$ cat src/rtl/dmach_pkg.sv
package dmach_pkg;
   localparam int WORD_W  = 32;
   localparam int CNT_FLD = 12;
   localparam int WID_LO  = 12;

   typedef enum logic [1:0] {
      ST_IDLE = 2'd0,
      ST_DESC = 2'd1,
      ST_WAIT = 2'd2,
      ST_ACC  = 2'd3
   } dmach_state_e;

   localparam logic [1:0] MODE_OFF = 2'd0;
   localparam logic [1:0] MODE_SG  = 2'd1;
   localparam logic [1:0] MODE_ONE = 2'd2;

   localparam int REG_DEV  = 0;
   localparam int REG_MEM  = 1;
   localparam int REG_SIZE = 2;
   localparam int REG_LINK = 3;
endpackage

$ cat src/rtl/dmach_regs.sv
module dmach_regs
   import dmach_pkg::*;
#(
   parameter int NREGS = 4
) (
   input  logic              clk,
   input  logic              rst_n,
   input  logic              cfg_we,
   input  logic [1:0]        cfg_idx,
   input  logic [WORD_W-1:0] cfg_wdata,
   input  logic              load_en,
   input  logic [1:0]        load_idx,
   input  logic [WORD_W-1:0] load_data,
   input  logic              adv_en,
   input  logic [2:0]        adv_bytes,
   output logic [WORD_W-1:0] dev_addr,
   output logic [WORD_W-1:0] mem_addr,
   output logic [WORD_W-1:0] size_word,
   output logic [WORD_W-1:0] link_word
);
   if (NREGS != 4) begin : g_bad_nregs
      $error("dmach_regs: a descriptor has exactly four words");
   end

   logic [WORD_W-1:0] r_q [NREGS];

   for (genvar i = 0; i < NREGS; i++) begin : g_reg
      if (i == REG_MEM) begin : g_adv
         always_ff @(posedge clk or negedge rst_n) begin
            if (!rst_n)                              r_q[i] <= '0;
            else if (cfg_we && cfg_idx == 2'(i))     r_q[i] <= cfg_wdata;
            else if (load_en && load_idx == 2'(i))   r_q[i] <= load_data;
            else if (adv_en)                         r_q[i] <= r_q[i] + WORD_W'(adv_bytes);
         end
      end else begin : g_plain
         always_ff @(posedge clk or negedge rst_n) begin
            if (!rst_n)                              r_q[i] <= '0;
            else if (cfg_we && cfg_idx == 2'(i))     r_q[i] <= cfg_wdata;
            else if (load_en && load_idx == 2'(i))   r_q[i] <= load_data;
         end
      end
   end

   assign dev_addr  = r_q[REG_DEV];
   assign mem_addr  = r_q[REG_MEM];
   assign size_word = r_q[REG_SIZE];
   assign link_word = r_q[REG_LINK];
endmodule

$ cat src/rtl/dmach_decode.sv
module dmach_decode
   import dmach_pkg::*;
#(
   parameter int MAX_NARROW = 1023,
   parameter int MAX_WIDE   = 2047
) (
   input  logic [WORD_W-1:0]  size_word,
   output logic [2:0]         elem_bytes,
   output logic [CNT_FLD-1:0] count,
   output logic               bad
);
   if (MAX_WIDE >= (1 << CNT_FLD)) begin : g_bad_wide
      $error("dmach_decode: MAX_WIDE does not fit the count field");
   end
   if (MAX_NARROW > MAX_WIDE || MAX_NARROW < 1) begin : g_bad_narrow
      $error("dmach_decode: MAX_NARROW out of range");
   end

   localparam logic [CNT_FLD-1:0] LIM_N = CNT_FLD'(MAX_NARROW);
   localparam logic [CNT_FLD-1:0] LIM_W = CNT_FLD'(MAX_WIDE);

   logic [1:0]         wcode;
   logic [CNT_FLD-1:0] lim;
   logic               size_unused;

   assign wcode       = size_word[WID_LO+1:WID_LO];
   assign count       = size_word[CNT_FLD-1:0];
   assign size_unused = ^size_word[WORD_W-1:WID_LO+2];

   always_comb begin
      elem_bytes = 3'd4;
      lim        = LIM_W;
      bad        = 1'b0;
      unique case (wcode)
         2'd3:    begin elem_bytes = 3'd1; lim = LIM_N; end
         2'd2:    begin elem_bytes = 3'd2; lim = LIM_N; end
         2'd0:    begin elem_bytes = 3'd4; lim = LIM_W; end
         default: bad = 1'b1;
      endcase
      if (count > lim) bad = 1'b1;
   end
endmodule

$ cat src/rtl/dmach_fsm.sv
module dmach_fsm
   import dmach_pkg::*;
(
   input  logic               clk,
   input  logic               rst_n,
   input  logic               mode_we,
   input  logic [1:0]         mode_wdata,
   input  logic               dir,
   input  logic [WORD_W-1:0]  dev_addr,
   input  logic [WORD_W-1:0]  buf_addr,
   input  logic [WORD_W-1:0]  link_word,
   input  logic [2:0]         elem_bytes,
   input  logic [CNT_FLD-1:0] count,
   input  logic               bad,
   input  logic               mem_ack,
   input  logic [WORD_W-1:0]  mem_rdata,
   output logic               load_en,
   output logic [1:0]         load_idx,
   output logic               adv_en,
   output logic               mem_req,
   output logic               mem_we,
   output logic [WORD_W-1:0]  mem_addr,
   output logic [WORD_W-1:0]  mem_wdata,
   output logic [2:0]         mem_bytes,
   output logic [1:0]         state,
   output logic               done,
   output logic               err
);
   dmach_state_e       st_q, st_n;
   logic [1:0]         idx_q, idx_n;
   logic [WORD_W-1:0]  base_q, base_n;
   logic [CNT_FLD-1:0] rem_q, rem_n;
   logic               wph_q, wph_n;
   logic               sg_q, sg_n;
   logic [WORD_W-1:0]  data_q, data_n;
   logic               done_q, done_n, err_q, err_n;
   logic               abort, end_xfer;

   assign abort = mode_we && (mode_wdata == MODE_OFF);

   always_comb begin
      st_n = st_q; idx_n = idx_q; base_n = base_q; rem_n = rem_q;
      wph_n = wph_q; sg_n = sg_q; data_n = data_q;
      done_n = 1'b0; err_n = 1'b0; load_en = 1'b0; adv_en = 1'b0;
      end_xfer = 1'b0;
      unique case (st_q)
         ST_IDLE: begin
            if (mode_we && mode_wdata == MODE_SG) begin
               st_n = ST_DESC; idx_n = 2'd0; sg_n = 1'b1;
               base_n = {link_word[WORD_W-1:2], 2'b00};
            end else if (mode_we && mode_wdata == MODE_ONE) begin
               st_n = ST_WAIT; sg_n = 1'b0;
            end
         end
         ST_DESC: begin
            if (mem_ack) begin
               load_en = 1'b1;
               idx_n   = idx_q + 2'd1;
               if (idx_q == 2'd3) st_n = ST_WAIT;
            end
         end
         ST_WAIT: begin
            if (bad) begin
               st_n = ST_IDLE; done_n = 1'b1; err_n = 1'b1;
            end else if (count == '0) begin
               end_xfer = 1'b1;
            end else begin
               rem_n = count; wph_n = 1'b0; st_n = ST_ACC;
            end
         end
         ST_ACC: begin
            if (mem_ack) begin
               if (!wph_q) begin
                  data_n = mem_rdata; wph_n = 1'b1;
               end else begin
                  adv_en = 1'b1; wph_n = 1'b0;
                  rem_n  = rem_q - CNT_FLD'(1);
                  if (rem_q == CNT_FLD'(1)) end_xfer = 1'b1;
               end
            end
         end
         default: st_n = ST_IDLE;
      endcase
      if (end_xfer) begin
         done_n = link_word[0];
         if (sg_q && link_word[1]) begin
            st_n = ST_DESC; idx_n = 2'd0;
            base_n = {link_word[WORD_W-1:2], 2'b00};
         end else begin
            st_n = ST_IDLE;
         end
      end
      if (abort) begin
         st_n = ST_IDLE; done_n = 1'b0; err_n = 1'b0;
         load_en = 1'b0; adv_en = 1'b0;
      end
   end

   always_ff @(posedge clk or negedge rst_n) begin
      if (!rst_n) begin
         st_q <= ST_IDLE; idx_q <= '0; base_q <= '0; rem_q <= '0;
         wph_q <= 1'b0; sg_q <= 1'b0; data_q <= '0;
         done_q <= 1'b0; err_q <= 1'b0;
      end else begin
         st_q <= st_n; idx_q <= idx_n; base_q <= base_n; rem_q <= rem_n;
         wph_q <= wph_n; sg_q <= sg_n; data_q <= data_n;
         done_q <= done_n; err_q <= err_n;
      end
   end

   assign load_idx  = idx_q;
   assign mem_req   = (st_q == ST_DESC) || (st_q == ST_ACC);
   assign mem_we    = (st_q == ST_ACC) && wph_q;
   assign mem_wdata = data_q;
   assign mem_bytes = (st_q == ST_DESC) ? 3'd4 : elem_bytes;
   assign state     = st_q;
   assign done      = done_q;
   assign err       = err_q;

   always_comb begin
      if (st_q == ST_DESC)  mem_addr = base_q + {28'd0, idx_q, 2'b00};
      else if (wph_q)       mem_addr = dir ? dev_addr : buf_addr;
      else                  mem_addr = dir ? buf_addr : dev_addr;
   end

   assert_hold_req_R12: assert property (@(posedge clk) disable iff (!rst_n)
      (mem_req && !mem_ack && !abort) |=> (mem_req && $stable(mem_addr) && $stable(mem_we)));
   assert_err_with_done_R5: assert property (@(posedge clk) disable iff (!rst_n)
      err |-> (done && state == ST_IDLE));
   assert_stop_idle_R10: assert property (@(posedge clk) disable iff (!rst_n)
      abort |=> (state == ST_IDLE && !done && !mem_req));
   assert_fetch_word_R3: assert property (@(posedge clk) disable iff (!rst_n)
      (state == ST_DESC) |-> (mem_req && !mem_we && mem_addr[1:0] == 2'b00 && mem_bytes == 3'd4));
   assert_req_states_R2: assert property (@(posedge clk) disable iff (!rst_n)
      mem_req |-> (state == ST_DESC || state == ST_ACC));
endmodule

$ cat src/rtl/dmach_engine.sv
module dmach_engine
   import dmach_pkg::*;
#(
   parameter int MAX_NARROW = 1023,
   parameter int MAX_WIDE   = 2047
) (
   input  logic        clk,
   input  logic        rst_n,
   input  logic        cfg_we,
   input  logic [1:0]  cfg_idx,
   input  logic [31:0] cfg_wdata,
   input  logic        mode_we,
   input  logic [1:0]  mode_wdata,
   input  logic        dir,
   output logic        mem_req,
   output logic        mem_we,
   output logic [31:0] mem_addr,
   output logic [31:0] mem_wdata,
   output logic [2:0]  mem_bytes,
   input  logic        mem_ack,
   input  logic [31:0] mem_rdata,
   output logic [1:0]  state,
   output logic        done,
   output logic        err
);
   logic [WORD_W-1:0]  dev_a, buf_a, size_w, link_w;
   logic               load_en, adv_en, bad;
   logic [1:0]         load_idx;
   logic [2:0]         elem_bytes;
   logic [CNT_FLD-1:0] count;

   dmach_regs u_regs (
      .clk, .rst_n, .cfg_we, .cfg_idx, .cfg_wdata,
      .load_en, .load_idx, .load_data(mem_rdata),
      .adv_en, .adv_bytes(elem_bytes),
      .dev_addr(dev_a), .mem_addr(buf_a), .size_word(size_w), .link_word(link_w)
   );

   dmach_decode #(.MAX_NARROW(MAX_NARROW), .MAX_WIDE(MAX_WIDE)) u_dec (
      .size_word(size_w), .elem_bytes, .count, .bad
   );

   dmach_fsm u_fsm (
      .clk, .rst_n, .mode_we, .mode_wdata, .dir,
      .dev_addr(dev_a), .buf_addr(buf_a), .link_word(link_w),
      .elem_bytes, .count, .bad, .mem_ack, .mem_rdata,
      .load_en, .load_idx, .adv_en,
      .mem_req, .mem_we, .mem_addr, .mem_wdata, .mem_bytes,
      .state, .done, .err
   );
endmodule

$ cat config.mk
export PLATFORM = sky130hd
export DESIGN_NAME = dmach_engine
export DESIGN_NICKNAME = d
export VERILOG_FILES = /design/src/rtl/dmach_pkg.sv /design/src/rtl/dmach_regs.sv /design/src/rtl/dmach_decode.sv /design/src/rtl/dmach_fsm.sv /design/src/rtl/dmach_engine.sv
export SDC_FILE = /design/constraint.sdc
export NUM_CORES = 1
export LEC_CHECK = 0
export ABC_AREA = 1
export CAP_MARGIN = 20
export CELL_PAD_IN_SITES_DETAIL_PLACEMENT = 0
export CELL_PAD_IN_SITES_GLOBAL_PLACEMENT = 2
export CORE_AREA = 4 4 194 196
export DETAILED_ROUTE_END_ITERATION = 10
export DIE_AREA = 0 0 198 200
export DONT_BUFFER_PORTS = 1
export PLACE_DENSITY = 0.77
export SETUP_SLACK_MARGIN = 0.5
export SLEW_MARGIN = 20
export SYNTH_ARGS = -nofsm -noshare
export SYNTH_HDL_FRONTEND = slang
export SYNTH_SLANG_ARGS = --single-unit
export TNS_END_PERCENT = 30
$ cat constraint.sdc
create_clock -name clk -period 2.5 [get_ports clk]
set_clock_uncertainty 0.05 [all_clocks]
set_input_delay 0.625 -clock clk [delete_from_list [all_inputs] [get_ports clk]]
set_output_delay 0.625 -clock clk [all_outputs]
set_load 0.01 [all_outputs]
Yosys cells after proc, flatten, opt, wreduce, memory -nomap -nowiden
Cells that the tools add are included.
W data, S select, Z words.
- bits in read-only memories: 0
- output and inout bits: 73
- memories kept: 0
- bits in latches: 0
- memory bits (writable): 0
- word-level logic and storage cells: 142
- bits in registers: 194
- input port bits: 74
- equality and inequality tests: 22
- bitwise logic cells: 1
- shift-type cells: 0
- muxes and demuxes: 67
- add/subtract/negate cells: 4
- order comparisons: 1
- reduce and logical (&&, ||, !) cells: 34
- $mul: 0
- divide/modulo/power cells: 0
- operators with widths (operator ; count):
    $mux W32 ; 15
    $mux W12 ; 4
    $add A32 B3 Y32 ; 1
    $add A32 B4 Y32 ; 1
    $mux W14 ; 2
    $mux W1 ; 26
    $mux W2 ; 12
    $pmux W12 S2 ; 1
    $eq A2 B2 Y1 const B ; 9
    $logic_and A1 B1 Y1 ; 13
    $eq A12 B1 Y1 const B ; 1
    $gt A12 B11 Y1 ; 1
    $logic_not A12 Y1 ; 1
    $sub A12 B1 Y12 const B ; 1
    $mux W11 ; 1
    $logic_not A2 Y1 ; 5
    $reduce_and A5 Y1 ; 2
    $reduce_bool A2 Y1 ; 5
    $eq A2 B1 Y1 const B ; 4
    $ne A2 B2 Y1 const B ; 3
    $pmux W2 S3 ; 1
    $pmux W3 S2 ; 1
    $ne A5 B1 Y1 const B ; 1
    $ne A5 B3 Y1 const B ; 1
    16 further kinds ; 17

Logic depth before layout (Yosys ltp)
- depth in word-level cells: 9
- depth in mapped cells: 17
- mapped depth without buffers: 17

Modules after synthesis
A second synthesis with hierarchy kept.
- cell total of the unflattened synthesis: 1831
- area total of the unflattened synthesis: 13231.4 sq um
- by module, submodules not included (module ; sequential area each (sq um) ; area an instance (sq um) ; cells each ; instances):
    dmach_regs ; 3203.1 ; 7352.1 ; 1035 ; 1
    dmach_fsm ; 2102.0 ; 5708.0 ; 766 ; 1
    dmach_decode ; 0.0 ; 171.4 ; 30 ; 1

Worst setup path after synthesis
OpenSTA, ideal clock, no wires.
- kind: reg2out
- start: reg u_fsm.idx_q[0], in the netlist u_fsm.load_idx[0]
- end: out mem_addr[20]
- slack: -0.182 ns
- stages on the path, launching flop included: 13
- arrival time: 2.007 ns
- cell sequence: dfrtp_1 > ha_1 > inv_1 > fa_1 > inv_1 > nand2_1 > nor2_2 > nand3_1 > nor2_2 > nand2_1 > o21ai_0 > nand2_1 > o22ai_1
- longest elaborated chain between the ends: 2
- RTL lines (element ; RTL line ; source):
    start: declaration ; dmach_fsm.sv:30 ; logic [1:0] idx_q, idx_n;
    start signal: assignment ; dmach_fsm.sv:105 ; st_q <= st_n; idx_q <= idx_n; base_q <= base_n; rem_q <= rem_n;
    $add A32 B4 Y32 ; dmach_fsm.sv:121 ; if (st_q == ST_DESC) mem_addr = base_q + {28'd0, idx_q, 2'b00};
    $mux W32 ; dmach_fsm.sv:121 ;
    end: declaration ; dmach_engine.sv:17 ; output logic [31:0] mem_addr,
No other way between the ends.

Worst setup path in the final report
- start: reg u_fsm.base_q[2]
- end: out mem_addr[18]
- longest elaborated chain between the ends: 2
- RTL lines (element ; RTL line ; source):
    start: declaration ; dmach_fsm.sv:31 ; logic [WORD_W-1:0] base_q, base_n;
    start signal: assignment ; dmach_fsm.sv:105 ;
    $add A32 B4 Y32 ; dmach_fsm.sv:121 ;
    $mux W32 ; dmach_fsm.sv:121 ;
No other way between the ends.

==> metrics.csv <==
metric,value,unit
crit_required,1.82,ns
num-fill-cells,3694,
slew_violations,0,
gp_congestion,0.915,
numCtsBuffers,17,
hold_class,primary input to asynchronous set/reset pin,
totalPowerFinal,0.0169,W
synth_most_common_cell,nand2_1,
synthCells,1646,
avgRoutedWirePerCell,21.8,um
power.leakage,7.09,nW
cap_viol_max_count,0,
drive_above_1_share,26.2,%
ant_nets,0,
worstPathArrival,2.50,ns
syn_to_final_growth,33.6,%
endpoint_kind,output pin,
switchingPower,0.00745,W
place_area,12800,sq um
grtUsageTotal,23.6,%
combPwrFrac,48.4,%
num_vias,11700,
route.detailed.drc,0,
yosysSeqAreaShare,41.6,%
fin_area,15600,sq um
dpl.hpwl,35300,um
synth-edff-count,0,
ys_types,44,
maxSlewHeadroom,61.6,%
drt_iter0_markers,1134,
power_frac_clock,18.0,%
clock.fmax,315,MHz
critPathKind,flip-flop to output pin,
start_util,32.3,%
die-area,39600,sq um
period_needed,3.17,ns
tightestPinTransition,0.576,ns
crit_fanout,4,
post_drt_via_cell_ratio,5.28,
status,"finished, violations left",
ys_ff_latch,194,
hold_viol_final,194,
synth.top_cell.area_share,41.6,%
violations,"hold timing, setup timing",
grt_pass1_wl,70000,um
synth.area.top_cells,"dfrtp_1 (42%), nand2_1 (14%), o21ai_0 (7.2%), nor2_1 (5.7%), inv_1 (5.1%)",
min_period_over_period,127,%
cts.sink_count,194,
synth.net_count,1738,
io_pins,147,
sw_frac_of_total,44.2,%
syn_area,11700,sq um
cts_tree,built,
power-per-cell-area,1080,nW/um^2
synth-main-ff-cell,dfrtp_1,
die_h,200,um
rsz0062_at_grt,true,
row_count,70,
async_flop_share,100,%
power.internal,0.00943,W
clk_pin_slew,0.08,ns
first_pass_iters,6,
ir_worst_vdd,0.525,mV
clk_latency,0.46,ns
yosys.area.top_type,dfrtp_1,
syn_area_per_cell,7.09,sq um
yosysWarnings,0,
whs,-0.188,ns
fin_tns_setup,-14.58,ns
die_w,198,um
grt_max_degree,195,
power_frac_seq,33.6,%
core_area,36100,sq um
setup_ws,-0.675,ns
nNetsFinal,1834,
totalWireLength,48500,um
cts_max_path_buffers,2,
diodes,0,
antenna_found_initial,0,
cts-root-buf,clkbuf_16,
io_buffers,0,
grt_pass1_vias,10900,
htree_levels,4,
yosys-top-cells-count,"nand2_1 (437), dfrtp_1 (194), nor2_1 (176), o21ai_0 (168), inv_1 (160)",
gr-total-overflow,0,
start_kind,flip-flop,
setup_viol,32,
==> power groups by stage <==
stage / logic, W / registers (W) / clock network [W]
global placement: 0.00611 / 0.00559 / 0
global route: 0.00894 / 0.00583 / 0.00323
CTS: 0.00703 / 0.00558 / 0.00311
floorplan: 0.00393 / 0.00520 / 0
finish: 0.00816 / 0.00567 / 0.00304
detailed placement: 0.00616 / 0.00560 / 0
==> sequential cells by signal, summed over array words and instances (netlist names) <==
register and count:
u_regs.size_word 14, u_fsm.err 1, u_regs.link_word 32, u_fsm.done 1, u_fsm.base_q 32, u_fsm.sg_q 1, u_fsm.rem_q 12, u_fsm.wph_q 1
u_regs.mem_addr 32, u_fsm.mem_wdata 32, u_regs.dev_addr 32, u_fsm.state 2, u_fsm.load_idx 2
==> routing by layer <==
| metal | up-vias | GRT usage, % | wire [um] |
|---|---|---|---|
| met5 | - | 0 | 0 |
| met4 | 0 | 6.81 | 1190 |
| met3 | 57 | 4.45 | 3510 |
| met2 | 364 | 34.6 | 21200 |
| met1 | 5702 | 35.4 | 22600 |
| li1 | 5613 | - | - |
==> through the flow <==
stage / setup WS [ns] / util, % / cells
after floorplan: -0.0587 / - / 1646
after global placement: -0.240 / 35.6 / 2137
after detailed placement: -0.292 / 35.6 / 2137
after CTS: -0.641 / 39.6 / 2185
after global routing: -0.773 / 43.2 / 2223
final: -0.675 / 43.2 / 2223
==> critical path: stages, from the launching register on <==
cell and delay (ns):
dfrtp_1 0.37, ha_2 0.20, inv_2 0.04, fa_2 0.34, inv_2 0.07, nand2_4 0.05, nor2_4 0.11, nand3_4 0.15
nor2_4 0.19, nand4_1 0.14, buf_4 0.16, o21ai_2 0.12, o21ai_2 0.09
==> final cells by class <==
type	instances	area, sq um	area share [%]
well taps	468	586	3.76
repair buffers	152	1740	11.1
clock buffers	17	425	2.73
inverters	169	696	4.46
multi-input cells	1208	7100	45.5
flip-flops and latches	194	4860	31.1
clock inverters	15	194	1.24
==> timing repair <==
item	CTS	global route
setup endpoints to repair	139	217
pin swaps	53	117
setup buffers	13	28
resized for setup	194	227
hold endpoints to repair	194	194
cloned	3	10
==> kinds of logic (layout without fill, tap and decap cells) <==
group	Yosys count	in the layout	share of synthesized area (%)
xor gates and xnor gates	24	24	1.80
DFF	194	194	41.6
and+or+nand+nor	791	793	28.3
AOI/OAI and AO/OA	371	371	17.4
buffers and inverters	246	353	8.67
muxes	2	2	0.193
adders and majority gates	18	18	2.06
==> placed cells by master, fill, tap and decap left out, types with 19 or more instances in the layout <==
| cell type | n |
|---|---|
| o211ai_1 | 33 |
| inv_1 | 141 |
| nor2_1 | 155 |
| a31oi_1 | 31 |
| o21ai_2 | 38 |
| nand2_4 | 34 |
| xor2_1 | 19 |
| buf_6 | 42 |
| clkbuf_16 | 23 |
| nand2_2 | 55 |
| nand3_1 | 91 |
| a21oi_1 | 64 |
| o21ai_1 | 37 |
| dfrtp_1 | 192 |
| o21ai_0 | 128 |
| nor2_4 | 26 |
| buf_4 | 77 |
| nand2_1 | 349 |
==> final timing paths <==
| kind | from | slack (ns) | depth (start not counted) | endpoint |
|---|---|---|---|---|
| setup / recovery | u_fsm.base_q[2] | -0.67 | 12 | mem_addr[18] |
| hold / removal | rst_n | -0.19 | 0 | u_fsm.base_q[20] |
| setup reg to reg | u_regs.size_word[12] | 0.22 | 17 | u_regs.mem_addr[28] |
| hold reg to reg | u_regs.link_word[15] | 0.44 | 2 | u_fsm.base_q[15] |
| max in group asynchronous | rst_n | 2.18 | 0 | u_fsm.rem_q[4] |
| min in group clk | cfg_wdata[31] | 0.24 | 2 | u_regs.mem_addr[31] |
Power figures use the tool's default switching activity.
